==> src/rtl/fan_pwm_pkg.sv <==
package fan_pwm_pkg;
  localparam int unsigned DEF_PORTS  = 8;
  localparam int unsigned DEF_TYPES  = 3;
  localparam int unsigned DEF_HDIV_W = 4;
  localparam int unsigned DEF_LDIV_W = 4;
  localparam int unsigned DEF_PT_W   = 8;

  typedef struct packed {
    logic [DEF_HDIV_W-1:0] hdiv;
    logic [DEF_LDIV_W-1:0] ldiv;
    logic [DEF_PT_W-1:0]   period;
  } tbase_cfg_t;
endpackage

==> src/rtl/fan_pwm_prescaler.sv <==
module fan_pwm_prescaler #(
  parameter int unsigned HDIV_W = fan_pwm_pkg::DEF_HDIV_W,
  parameter int unsigned LDIV_W = fan_pwm_pkg::DEF_LDIV_W
) (
  input  logic              clk_i,
  input  logic              rst_ni,
  input  logic              en_i,
  input  logic [HDIV_W-1:0] hdiv_i,
  input  logic [LDIV_W-1:0] ldiv_i,
  output logic              tick_o
);
  localparam int unsigned HCNT_W = (1 << HDIV_W) - 1;
  localparam int unsigned LCNT_W = LDIV_W + 1;

  logic [HCNT_W-1:0] hcnt_q, hmax;
  logic [LCNT_W-1:0] lcnt_q, lmax;
  logic              h_tick;

  always_comb begin
    hmax   = ~({HCNT_W{1'b1}} << hdiv_i);
    lmax   = (ldiv_i == '0) ? '0 : ({ldiv_i, 1'b0} - LCNT_W'(1));
    h_tick = en_i && (hcnt_q == hmax);
    tick_o = h_tick && (lcnt_q == lmax);
  end

  always_ff @(posedge clk_i or negedge rst_ni) begin
    if (!rst_ni) begin
      hcnt_q <= '0;
      lcnt_q <= '0;
    end else if (en_i) begin
      hcnt_q <= h_tick ? '0 : hcnt_q + HCNT_W'(1);
      if (h_tick) lcnt_q <= tick_o ? '0 : lcnt_q + LCNT_W'(1);
    end
  end

  assert_hold_hcnt_R9: assert property (@(posedge clk_i) disable iff (!rst_ni)
    !en_i |=> $stable(hcnt_q) && $stable(lcnt_q));
  assert_stage_bound_R1: assert property (@(posedge clk_i) disable iff (!rst_ni)
    hcnt_q <= hmax);
endmodule

==> src/rtl/fan_pwm_timebase.sv <==
module fan_pwm_timebase #(
  parameter int unsigned HDIV_W = fan_pwm_pkg::DEF_HDIV_W,
  parameter int unsigned LDIV_W = fan_pwm_pkg::DEF_LDIV_W,
  parameter int unsigned PT_W   = fan_pwm_pkg::DEF_PT_W
) (
  input  logic              clk_i,
  input  logic              rst_ni,
  input  logic              en_i,
  input  logic [HDIV_W-1:0] hdiv_i,
  input  logic [LDIV_W-1:0] ldiv_i,
  input  logic [PT_W-1:0]   period_i,
  output logic [PT_W-1:0]   cnt_o,
  output logic              wrap_o
);
  logic [HDIV_W-1:0] hdiv_q;
  logic [LDIV_W-1:0] ldiv_q;
  logic [PT_W-1:0]   per_q, cnt_q;
  logic              tick;

  fan_pwm_prescaler #(.HDIV_W(HDIV_W), .LDIV_W(LDIV_W)) u_presc (
    .clk_i  (clk_i),
    .rst_ni (rst_ni),
    .en_i   (en_i),
    .hdiv_i (hdiv_q),
    .ldiv_i (ldiv_q),
    .tick_o (tick)
  );

  assign wrap_o = tick && (cnt_q == per_q);
  assign cnt_o  = cnt_q;

  // settings only move at the wrap, where both prescaler stages sit at zero
  always_ff @(posedge clk_i or negedge rst_ni) begin
    if (!rst_ni) begin
      cnt_q  <= '0;
      hdiv_q <= '0;
      ldiv_q <= '0;
      per_q  <= '0;
    end else if (wrap_o) begin
      cnt_q  <= '0;
      hdiv_q <= hdiv_i;
      ldiv_q <= ldiv_i;
      per_q  <= period_i;
    end else if (tick) begin
      cnt_q  <= cnt_q + PT_W'(1);
    end
  end

  assert_cnt_bound_R3: assert property (@(posedge clk_i) disable iff (!rst_ni)
    cnt_q <= per_q);
  assert_cnt_hold_R9: assert property (@(posedge clk_i) disable iff (!rst_ni)
    !en_i |=> $stable(cnt_q));
  assert_cfg_at_wrap_R10: assert property (@(posedge clk_i) disable iff (!rst_ni)
    wrap_o |=> (per_q == $past(period_i)) && (hdiv_q == $past(hdiv_i)));
  assert_cfg_steady_R10: assert property (@(posedge clk_i) disable iff (!rst_ni)
    !wrap_o |=> $stable(per_q) && $stable(ldiv_q));
endmodule

==> src/rtl/fan_pwm_port.sv <==
module fan_pwm_port #(
  parameter int unsigned NUM_TYPES = fan_pwm_pkg::DEF_TYPES,
  parameter int unsigned PT_W      = fan_pwm_pkg::DEF_PT_W,
  parameter int unsigned SEL_W     = 2
) (
  input  logic                      clk_i,
  input  logic                      rst_ni,
  input  logic                      en_i,
  input  logic [SEL_W-1:0]          sel_i,
  input  logic [PT_W-1:0]           rise_i,
  input  logic [PT_W-1:0]           fall_i,
  input  logic [NUM_TYPES*PT_W-1:0] cnt_i,
  input  logic [NUM_TYPES-1:0]      wrap_i,
  output logic                      pwm_o
);
  logic [SEL_W-1:0] sel_q;
  logic [PT_W-1:0]  rise_q, fall_q, cnt;
  logic             sel_ok, load, lvl, pwm_q;

  always_comb begin
    cnt    = '0;
    load   = 1'b1;
    sel_ok = 1'b0;
    for (int t = 0; t < NUM_TYPES; t++) begin
      if (sel_q == SEL_W'(t)) begin
        cnt    = cnt_i[t*PT_W +: PT_W];
        load   = wrap_i[t];
        sel_ok = 1'b1;
      end
    end
  end

  always_comb begin
    if (rise_q == fall_q)     lvl = (rise_q == '0);
    else if (rise_q < fall_q) lvl = (cnt >= rise_q) && (cnt < fall_q);
    else                      lvl = (cnt >= rise_q) || (cnt < fall_q);
  end

  always_ff @(posedge clk_i or negedge rst_ni) begin
    if (!rst_ni) begin
      sel_q  <= '0;
      rise_q <= '0;
      fall_q <= '0;
      pwm_q  <= 1'b0;
    end else begin
      if (load) begin
        sel_q  <= sel_i;
        rise_q <= rise_i;
        fall_q <= fall_i;
      end
      pwm_q <= en_i && sel_ok && lvl;
    end
  end

  assign pwm_o = pwm_q;

  assert_off_when_disabled_R8: assert property (@(posedge clk_i) disable iff (!rst_ni)
    !en_i |=> !pwm_o);
  assert_rsv_sel_low_R7: assert property (@(posedge clk_i) disable iff (!rst_ni)
    !sel_ok |=> !pwm_o);
  assert_rsv_sel_reload_R10: assert property (@(posedge clk_i) disable iff (!rst_ni)
    !sel_ok |=> (sel_q == $past(sel_i)) && (rise_q == $past(rise_i)));
endmodule

==> src/rtl/fan_pwm_gen.sv <==
module fan_pwm_gen #(
  parameter int unsigned NUM_PORTS = fan_pwm_pkg::DEF_PORTS,
  parameter int unsigned NUM_TYPES = fan_pwm_pkg::DEF_TYPES,
  parameter int unsigned HDIV_W    = fan_pwm_pkg::DEF_HDIV_W,
  parameter int unsigned LDIV_W    = fan_pwm_pkg::DEF_LDIV_W,
  parameter int unsigned PT_W      = fan_pwm_pkg::DEF_PT_W,
  localparam int unsigned SEL_W    = $clog2(NUM_TYPES + 1)
) (
  input  logic                        clk_i,
  input  logic                        rst_ni,
  input  logic                        clk_en_i,
  input  logic [NUM_TYPES*HDIV_W-1:0] type_hdiv_i,
  input  logic [NUM_TYPES*LDIV_W-1:0] type_ldiv_i,
  input  logic [NUM_TYPES*PT_W-1:0]   type_period_i,
  input  logic [NUM_PORTS-1:0]        port_en_i,
  input  logic [NUM_PORTS*SEL_W-1:0]  port_sel_i,
  input  logic [NUM_PORTS*PT_W-1:0]   port_rise_i,
  input  logic [NUM_PORTS*PT_W-1:0]   port_fall_i,
  output logic [NUM_PORTS-1:0]        pwm_o
);
  logic [NUM_TYPES*PT_W-1:0] cnt_all;
  logic [NUM_TYPES-1:0]      wrap_all;

  for (genvar t = 0; t < NUM_TYPES; t++) begin : g_tbase
    fan_pwm_timebase #(.HDIV_W(HDIV_W), .LDIV_W(LDIV_W), .PT_W(PT_W)) u_tb (
      .clk_i    (clk_i),
      .rst_ni   (rst_ni),
      .en_i     (clk_en_i),
      .hdiv_i   (type_hdiv_i[t*HDIV_W +: HDIV_W]),
      .ldiv_i   (type_ldiv_i[t*LDIV_W +: LDIV_W]),
      .period_i (type_period_i[t*PT_W +: PT_W]),
      .cnt_o    (cnt_all[t*PT_W +: PT_W]),
      .wrap_o   (wrap_all[t])
    );
  end

  for (genvar p = 0; p < NUM_PORTS; p++) begin : g_port
    fan_pwm_port #(.NUM_TYPES(NUM_TYPES), .PT_W(PT_W), .SEL_W(SEL_W)) u_port (
      .clk_i  (clk_i),
      .rst_ni (rst_ni),
      .en_i   (port_en_i[p]),
      .sel_i  (port_sel_i[p*SEL_W +: SEL_W]),
      .rise_i (port_rise_i[p*PT_W +: PT_W]),
      .fall_i (port_fall_i[p*PT_W +: PT_W]),
      .cnt_i  (cnt_all),
      .wrap_i (wrap_all),
      .pwm_o  (pwm_o[p])
    );
  end
endmodule

==> config.mk <==
export PLATFORM = sky130hd
export DESIGN_NAME = fan_pwm_gen
export DESIGN_NICKNAME = d
export VERILOG_FILES = /design/src/rtl/fan_pwm_pkg.sv /design/src/rtl/fan_pwm_prescaler.sv /design/src/rtl/fan_pwm_timebase.sv /design/src/rtl/fan_pwm_port.sv /design/src/rtl/fan_pwm_gen.sv
export SDC_FILE = /design/constraint.sdc
export NUM_CORES = 1
export LEC_CHECK = 0
export ABC_AREA = 1
export BUFFER_PORTS_ARGS = -buffer_cell sky130_fd_sc_hd__buf_2
export CORE_ASPECT_RATIO = 0.8
export CORE_MARGIN = 10
export CORE_UTILIZATION = 61
export DETAILED_ROUTE_END_ITERATION = 12
export PLACE_DENSITY = 0.82
export REMOVE_ABC_BUFFERS = 1
export SLEW_MARGIN = 20
export SYNTH_ARGS = -nofsm -noshare
export SYNTH_HDL_FRONTEND = slang
export SYNTH_SLANG_ARGS = --single-unit
==> constraint.sdc <==
create_clock -name clk_i -period 3.66 [get_ports clk_i]
set_clock_uncertainty 0.2 [all_clocks]
set_input_delay 1.098 -clock clk_i [delete_from_list [all_inputs] [get_ports clk_i]]
set_output_delay 1.098 -clock clk_i [all_outputs]
set_load 0.01 [all_outputs]
# ---- Word-level counts from Yosys, hierarchy flattened
# Cells that the tools add are included.
dict set report totals {
  in_bits 203
  output_inout_bits 8
  wordCells 294
  register_bits 284
}
dict set report op_classes {
  add_sub_neg 12
  eq_ne 33
  n_mux 103
  order_cmp 24
  reduce_logical 66
  shift 3
  bitwise 3
}
# op count
set ops {}
lappend ops {{$mux W8} 30}
lappend ops {{$lt A8 B8 Y1} 16}
lappend ops {{$eq A8 B8 Y1} 11}
lappend ops {{$ge A8 B8 Y1} 8}
lappend ops {{$logic_not A8 Y1} 8}
lappend ops {{$mux W1} 64}
lappend ops {{$add A15 B1 Y15 const B} 3}
lappend ops {{$eq A15 B15 Y1} 3}
lappend ops {{$mux W15} 3}
lappend ops {{$not A15 Y15} 3}
lappend ops {{$shl A15 B4 Y15 const A} 3}
lappend ops {{$logic_and A1 B1 Y1} 33}
lappend ops {{$mux W5} 6}
lappend ops {{$add A8 B1 Y8 const B} 3}
lappend ops {{$eq A2 B1 Y1 const B} 8}
lappend ops {{$eq A2 B2 Y1 const B} 8}
lappend ops {{$logic_not A2 Y1} 8}
lappend ops {{$add A5 B1 Y5 const B} 3}
lappend ops {{$eq A5 B5 Y1} 3}
lappend ops {{$sub A5 B1 Y5 const B} 3}
lappend ops {{$logic_not A4 Y1} 3}
lappend ops {{$logic_or A1 B1 Y1} 8}
lappend ops {{$reduce_and A2 Y1} 3}
lappend ops {{$reduce_bool A2 Y1} 3}

# ---- Logic depth before layout (Yosys ltp)
dict set report depth {
  depth_word 9
  ltp_mapped 17
  depth_no_buf 16
}

# ---- Modules after synthesis
# A second synthesis with hierarchy kept.
dict set report hier_totals {
  hier_cells 2895
  area_unflattened_um2 21070.2
}
# mod n_inst seq_area_each_um2 cells_each area_each_um2
set modules_own_cells {}
lappend modules_own_cells {{fan_pwm_port at g_port[0].u_port ...} 7 475.5 196 1501.4}
lappend modules_own_cells {fan_pwm_prescaler 3 500.5 273 1706.6}
lappend modules_own_cells {fan_pwm_timebase 3 600.6 170 1313.8}
lappend modules_own_cells {{fan_pwm_port at g_port[5].u_port} 1 475.5 194 1498.9}

# ---- Worst setup path after synthesis
# OpenSTA, ideal clock, no wires.
dict set report synth_timing {
  kind {in2reg}
  start {input port clk_en_i}
  end {register g_port[3].u_port.sel_q[1]}
  n_path_buf 3
  setup_ns 0.116
  stages 14
  arrival_time_ns 2.587
  slack_ns 0.756
  cell_sequence {buf_2 inv_2 nor2_1 nand2_1 nor2_1 nand3_1 nor2_1 nand4_2 buf_6 nand2_1 nand3_4 buf_2 nand3_1 nand2_1}
}
dict set report synth_between {
  elab_chain_cells 6
}
# item line_no
set synth_lines {}
lappend synth_lines {{start: declaration} fan_pwm_gen.sv:11} ;# input logic clk_en_i,
lappend synth_lines {{$logic_and A1 B1 Y1} fan_pwm_prescaler.sv:22} ;# h_tick = en_i && (hcnt_q == hmax);
lappend synth_lines {{$logic_and A1 B1 Y1} fan_pwm_prescaler.sv:23} ;# tick_o = h_tick && (lcnt_q == lmax);
lappend synth_lines {{$logic_and A1 B1 Y1} fan_pwm_timebase.sv:29} ;# assign wrap_o = tick && (cnt_q == per_q);
lappend synth_lines {{$mux W1 (2 in series)} fan_pwm_port.sv:25} ;# if (sel_q == SEL_W'(t)) begin
lappend synth_lines {{$mux W1 (*)} fan_pwm_port.sv:25}
lappend synth_lines {{end signal: assignment} fan_pwm_port.sv:47} ;# sel_q <= sel_i;
lappend synth_lines {{end: declaration} fan_pwm_port.sv:16} ;# logic [SEL_W-1:0] sel_q;
# Every way passes the cells marked *; elsewhere a longest branch is shown, timed or not.
# A chain may end at the register's enable or synchronous reset.

# ---- Worst setup path in the final report
dict set report layout_timing {
  start {register g_tbase[2].u_tb.hdiv_q[3]}
  end {register g_tbase[2].u_tb.per_q[6]}
}
dict set report layout_between {
  elab_chain_cells 6
}
# item line_no
set layout_lines {}
lappend layout_lines {{start: declaration} fan_pwm_timebase.sv:15} ;# logic [HDIV_W-1:0] hdiv_q;
lappend layout_lines {{start signal: assignment} fan_pwm_timebase.sv:41} ;# hdiv_q <= hdiv_i;
lappend layout_lines {{$shl A15 B4 Y15} fan_pwm_prescaler.sv:20} ;# hmax = ~({HCNT_W{1'b1}} << hdiv_i);
lappend layout_lines {{$not A15 Y15} fan_pwm_prescaler.sv:20}
lappend layout_lines {{$eq A15 B15 Y1} fan_pwm_prescaler.sv:22}
lappend layout_lines {{$logic_and A1 B1 Y1} fan_pwm_prescaler.sv:22}
lappend layout_lines {{$logic_and A1 B1 Y1} fan_pwm_prescaler.sv:23}
lappend layout_lines {{$logic_and A1 B1 Y1} fan_pwm_timebase.sv:29}
lappend layout_lines {{end signal: assignment} fan_pwm_timebase.sv:43} ;# per_q <= period_i;
lappend layout_lines {{end: declaration} fan_pwm_timebase.sv:17} ;# logic [PT_W-1:0] per_q, cnt_q;
# No other way between the ends.

==> summary.txt <==
Status
  • Status: finished, final reports clean

Logic synthesis
  • Ys flop type: dfrtp_1
  • List of most frequent post-synthesis cells: 681 x nand2_1, 291 x inv_1, 284 x dfrtp_1, 242 x nand3_1, 193 x ha_1
  • Async SR Flop Fraction: 1.00
  • Register area share after synthesis: 0.349
  • Flops & latches, synth: about 280
  • Yosys warns: 0
  • Largest area contributor in the netlist: dfrtp_1
  • Area share of the largest cell type after synthesis: 0.349
  • Post-synthesis cell type count: a little under 50
  • Top-count cell post-synth: nand2_1
  • Post-synth EDFFs: 0
  • Synth Cell Area: slightly above 20000 sq um
  • Syn_area_per_cell: between 7 and 8 sq um
  • Ranking of synthesized cells by area: dfrtp_1 35%, nand2_1 13%, ha_1 12%
  • Cells after Synth: ~2700

Clocking
  • CTS Hold Bufs: 0
  • Worst skew pair latency: roughly 0.59 ns
  • Setup Fix Bufs, Post-CTS: 0
  • H-tree depth: 1
  • CTS root buf: clkbuf_16
  • CTS tree: built
  • Total CTS buffers: 30
  • Clock Tree Buf Depth: 3
  • Clock Pin Slew Worst Setup and Hold Paths: 0.07 ns
  • Clock sink total: between 200 and 300
  • Post-CTS sizing: 0

Worst setup path
  • R2r startpoint: g_tbase[2].u_tb.hdiv_q[3]
  • Register-to-Register Path Depth: 11
  • Worst Path Arrival: approximately 3.6 ns
  • Kind of critical path: flop to flop
  • FF-to-FF End: g_tbase[2].u_tb.per_q[6]
  • Register-to-Register Setup Slack: 0.30 ns
  • Critical Path End Type: flop
  • CP Max Fanout: 18
  • Origin of the worst setup path: g_tbase[2].u_tb.hdiv_q[3]
  • Type of origin of the critical path: flop
  • Critical path required time: between 3 and 4 ns
  • Critical Path End: g_tbase[2].u_tb.per_q[6]

Final layout
  • Antenna diodes: 0
  • Layout Cells excl Fill: about 3300
  • Fin area: 22900 sq um
  • Area delta synth->final: 12.3%
  • Nets: approximately 3300
  • Share of cells above drive strength 1: 0.147

Timing
  • Worst hold slack: 0.286 ns
  • Final setup violation count: 0
  • Final TNS setup: 0 ns
  • Max-slew violation count: 0
  • Unrepaired setup endpoints after global routing: no
  • Final hold violation count: 0
  • F_max: roughly 300 MHz
  • Relative slew slack: 0.506
  • Min cycle time layout: roughly 3.4 ns
  • Worst-margin pin slew: 0.738 ns
  • Final period util: 0.917

Floorplan
  • Height of the die: between 150 and 200 um
  • Starting density of the core: 0.622
  • Core Region: 32800 sq um
  • Die X: between 200 and 250 um
  • Cell Rows: 59
  • Die Footprint: 41200 sq um
  • I/O pins: roughly 210

Detailed routing
  • Final wirelength: 59700 um
  • Initial DRC count: 2034
  • Routed len/inst: 17.9 um
  • DR DRC count: 0
  • Detailed Routing Iterations Pass 1: 7
  • Routed Antenna Nets: 0
  • Routed vias/inst: roughly 6
  • Via count: roughly 20000

Flow run
  • Max Cap Viol: 0

GRT
  • Largest net degree at the start of global routing: 82
  • Total GRT Usage: 0.282
  • First-pass GRT wire length: 96400 um
  • GR Overflow Total: 0
  • Vias in the first global route: about 19000
  • Initial antenna violation count: 0

Placed design
  • Dpl cells: 3273
  • Hpwl dp: roughly 44000 um
  • Placed inst area: 21800 sq um
  • GP Congestion: 0.983
  • Port Buffers: between 200 and 250

Hold path
  • Worst Hold Class: primary input to asynchronous set/reset pin

Pwr
  • IR drop worst, VDD: 369 uV
  • PnR Total Power: roughly 7.6 mW
  • Leakage power: around 12 nW
  • Cell area power density: 330 nW/um^2
## placed cells by master (no fill, tap or decap), types with 7 or more instances in the layout
master,count
and3_1,16
xnor2_1,24
clkbuf_16,31
inv_1,291
dfrtp_1,284
o21ai_0,82
o31ai_1,10
xor2_1,47
ha_1,193
nor3_1,35
nand2_2,54
mux2_2,10
or2_2,9
nor2_1,156
buf_4,36
o21ai_1,10
nand4_1,81
clkinv_1,24
nor4_1,7
a21oi_1,183
clkbuf_8,7
a211oi_1,12
nand2_1,681
o211ai_1,9
buf_2,209
inv_2,11
nor2_2,13
nand3_1,242
a221oi_1,56
nand3b_1,8
## where the power goes
group | leakage (nW) | switching, mW | internal [mW]
Clock | 0.522 | 1.34 | 2.04
Combinational | 7.85 | 0.472 | 0.304
Sequential | 3.72 | 0.142 | 3.26
## state kept, by name, indices dropped and copies added (netlist names)
signal,flops
g_tbase.u_tb.hdiv_q,12
g_tbase.u_tb.cnt_o,24
g_port.u_port.fall_q,64
g_tbase.u_tb.u_presc.lcnt_q,15
g_port.u_port.pwm_o,8
g_port.u_port.rise_q,64
g_tbase.u_tb.ldiv_q,12
g_tbase.u_tb.u_presc.hcnt_q,45
g_tbase.u_tb.per_q,24
g_port.u_port.sel_q,16
## critical path, stage by stage (launching register included)
cell and delay, ns:
dfrtp_1 0.63, nand2_2 0.18, o21ai_0 0.31, nand4_1 0.16, nor2_2 0.14, nand2_2 0.10, nor2_4 0.20, nand2_2 0.24
inv_2 0.36, nand2_1 0.47, nand2_1 0.19, nand2_1 0.07
## worst min-delay path by stage
stage | from | endpoint | slack [ns] | depth (start not counted)
2_1_floorplan | g_tbase[2].u_tb.per_q[4] | g_tbase[2].u_tb.per_q[4] | 0.26 | 2
3_3_place_gp | g_tbase[2].u_tb.per_q[7] | g_tbase[2].u_tb.per_q[7] | 0.27 | 2
3_5_place_dp | g_tbase[2].u_tb.per_q[4] | g_tbase[2].u_tb.per_q[4] | 0.28 | 2
4_1_cts | g_tbase[2].u_tb.per_q[1] | g_tbase[2].u_tb.per_q[1] | 0.30 | 2
5_1_grt | g_tbase[2].u_tb.per_q[0] | g_tbase[2].u_tb.per_q[0] | 0.32 | 2
6_report | rst_ni | g_tbase[0].u_tb.u_presc.hcnt_q[13] | 0.29 | 1
## area by class of cell
cell class / instances / area (sq um)
inverters: 326 / 1220
clock inverters: 11 / 191
multi-input cells: 1988 / 11600
clock buffers: 44 / 895
repair buffers: 248 / 1370
well taps: 427 / 534
flip-flops and latches: 284 / 7110
fillers: 2720 / 9890
## kinds of logic (layout without fill, tap and decap cells)
group / after synthesis / in the layout / share of synthesized area
simple gates: 1338 / 1338 / 0.304
buf+inv: 403 / 629 / 0.0841
compound gates: 375 / 375 / 0.108
flops: 284 / 284 / 0.349
fa+ha+maj: 193 / 193 / 0.118
xor+xnor: 71 / 71 / 0.0305
mux: 11 / 11 / 0.00601
## routing by layer
metal,up-vias,wire length (um),part of all wire,track usage
met5,-,0,0,0
met4,0,1970,0.033,0.0877
met3,150,5030,0.084,0.0544
met2,843,26900,0.45,0.458
met1,9260,25700,0.43,0.375
li1,9366,-,-,-
## metrics by stage
| stage | setup slack [ns] | utilization |
|---|---|---|
| floorplan | 0.221 | - |
| global placement | 0.347 | 0.665 |
| detailed placement | 0.299 | 0.665 |
| CTS | 0.435 | 0.698 |
| global route | 0.0764 | 0.698 |
| finish | 0.305 | 0.698 |
Note: power is estimated with default switching activity, not from simulation.
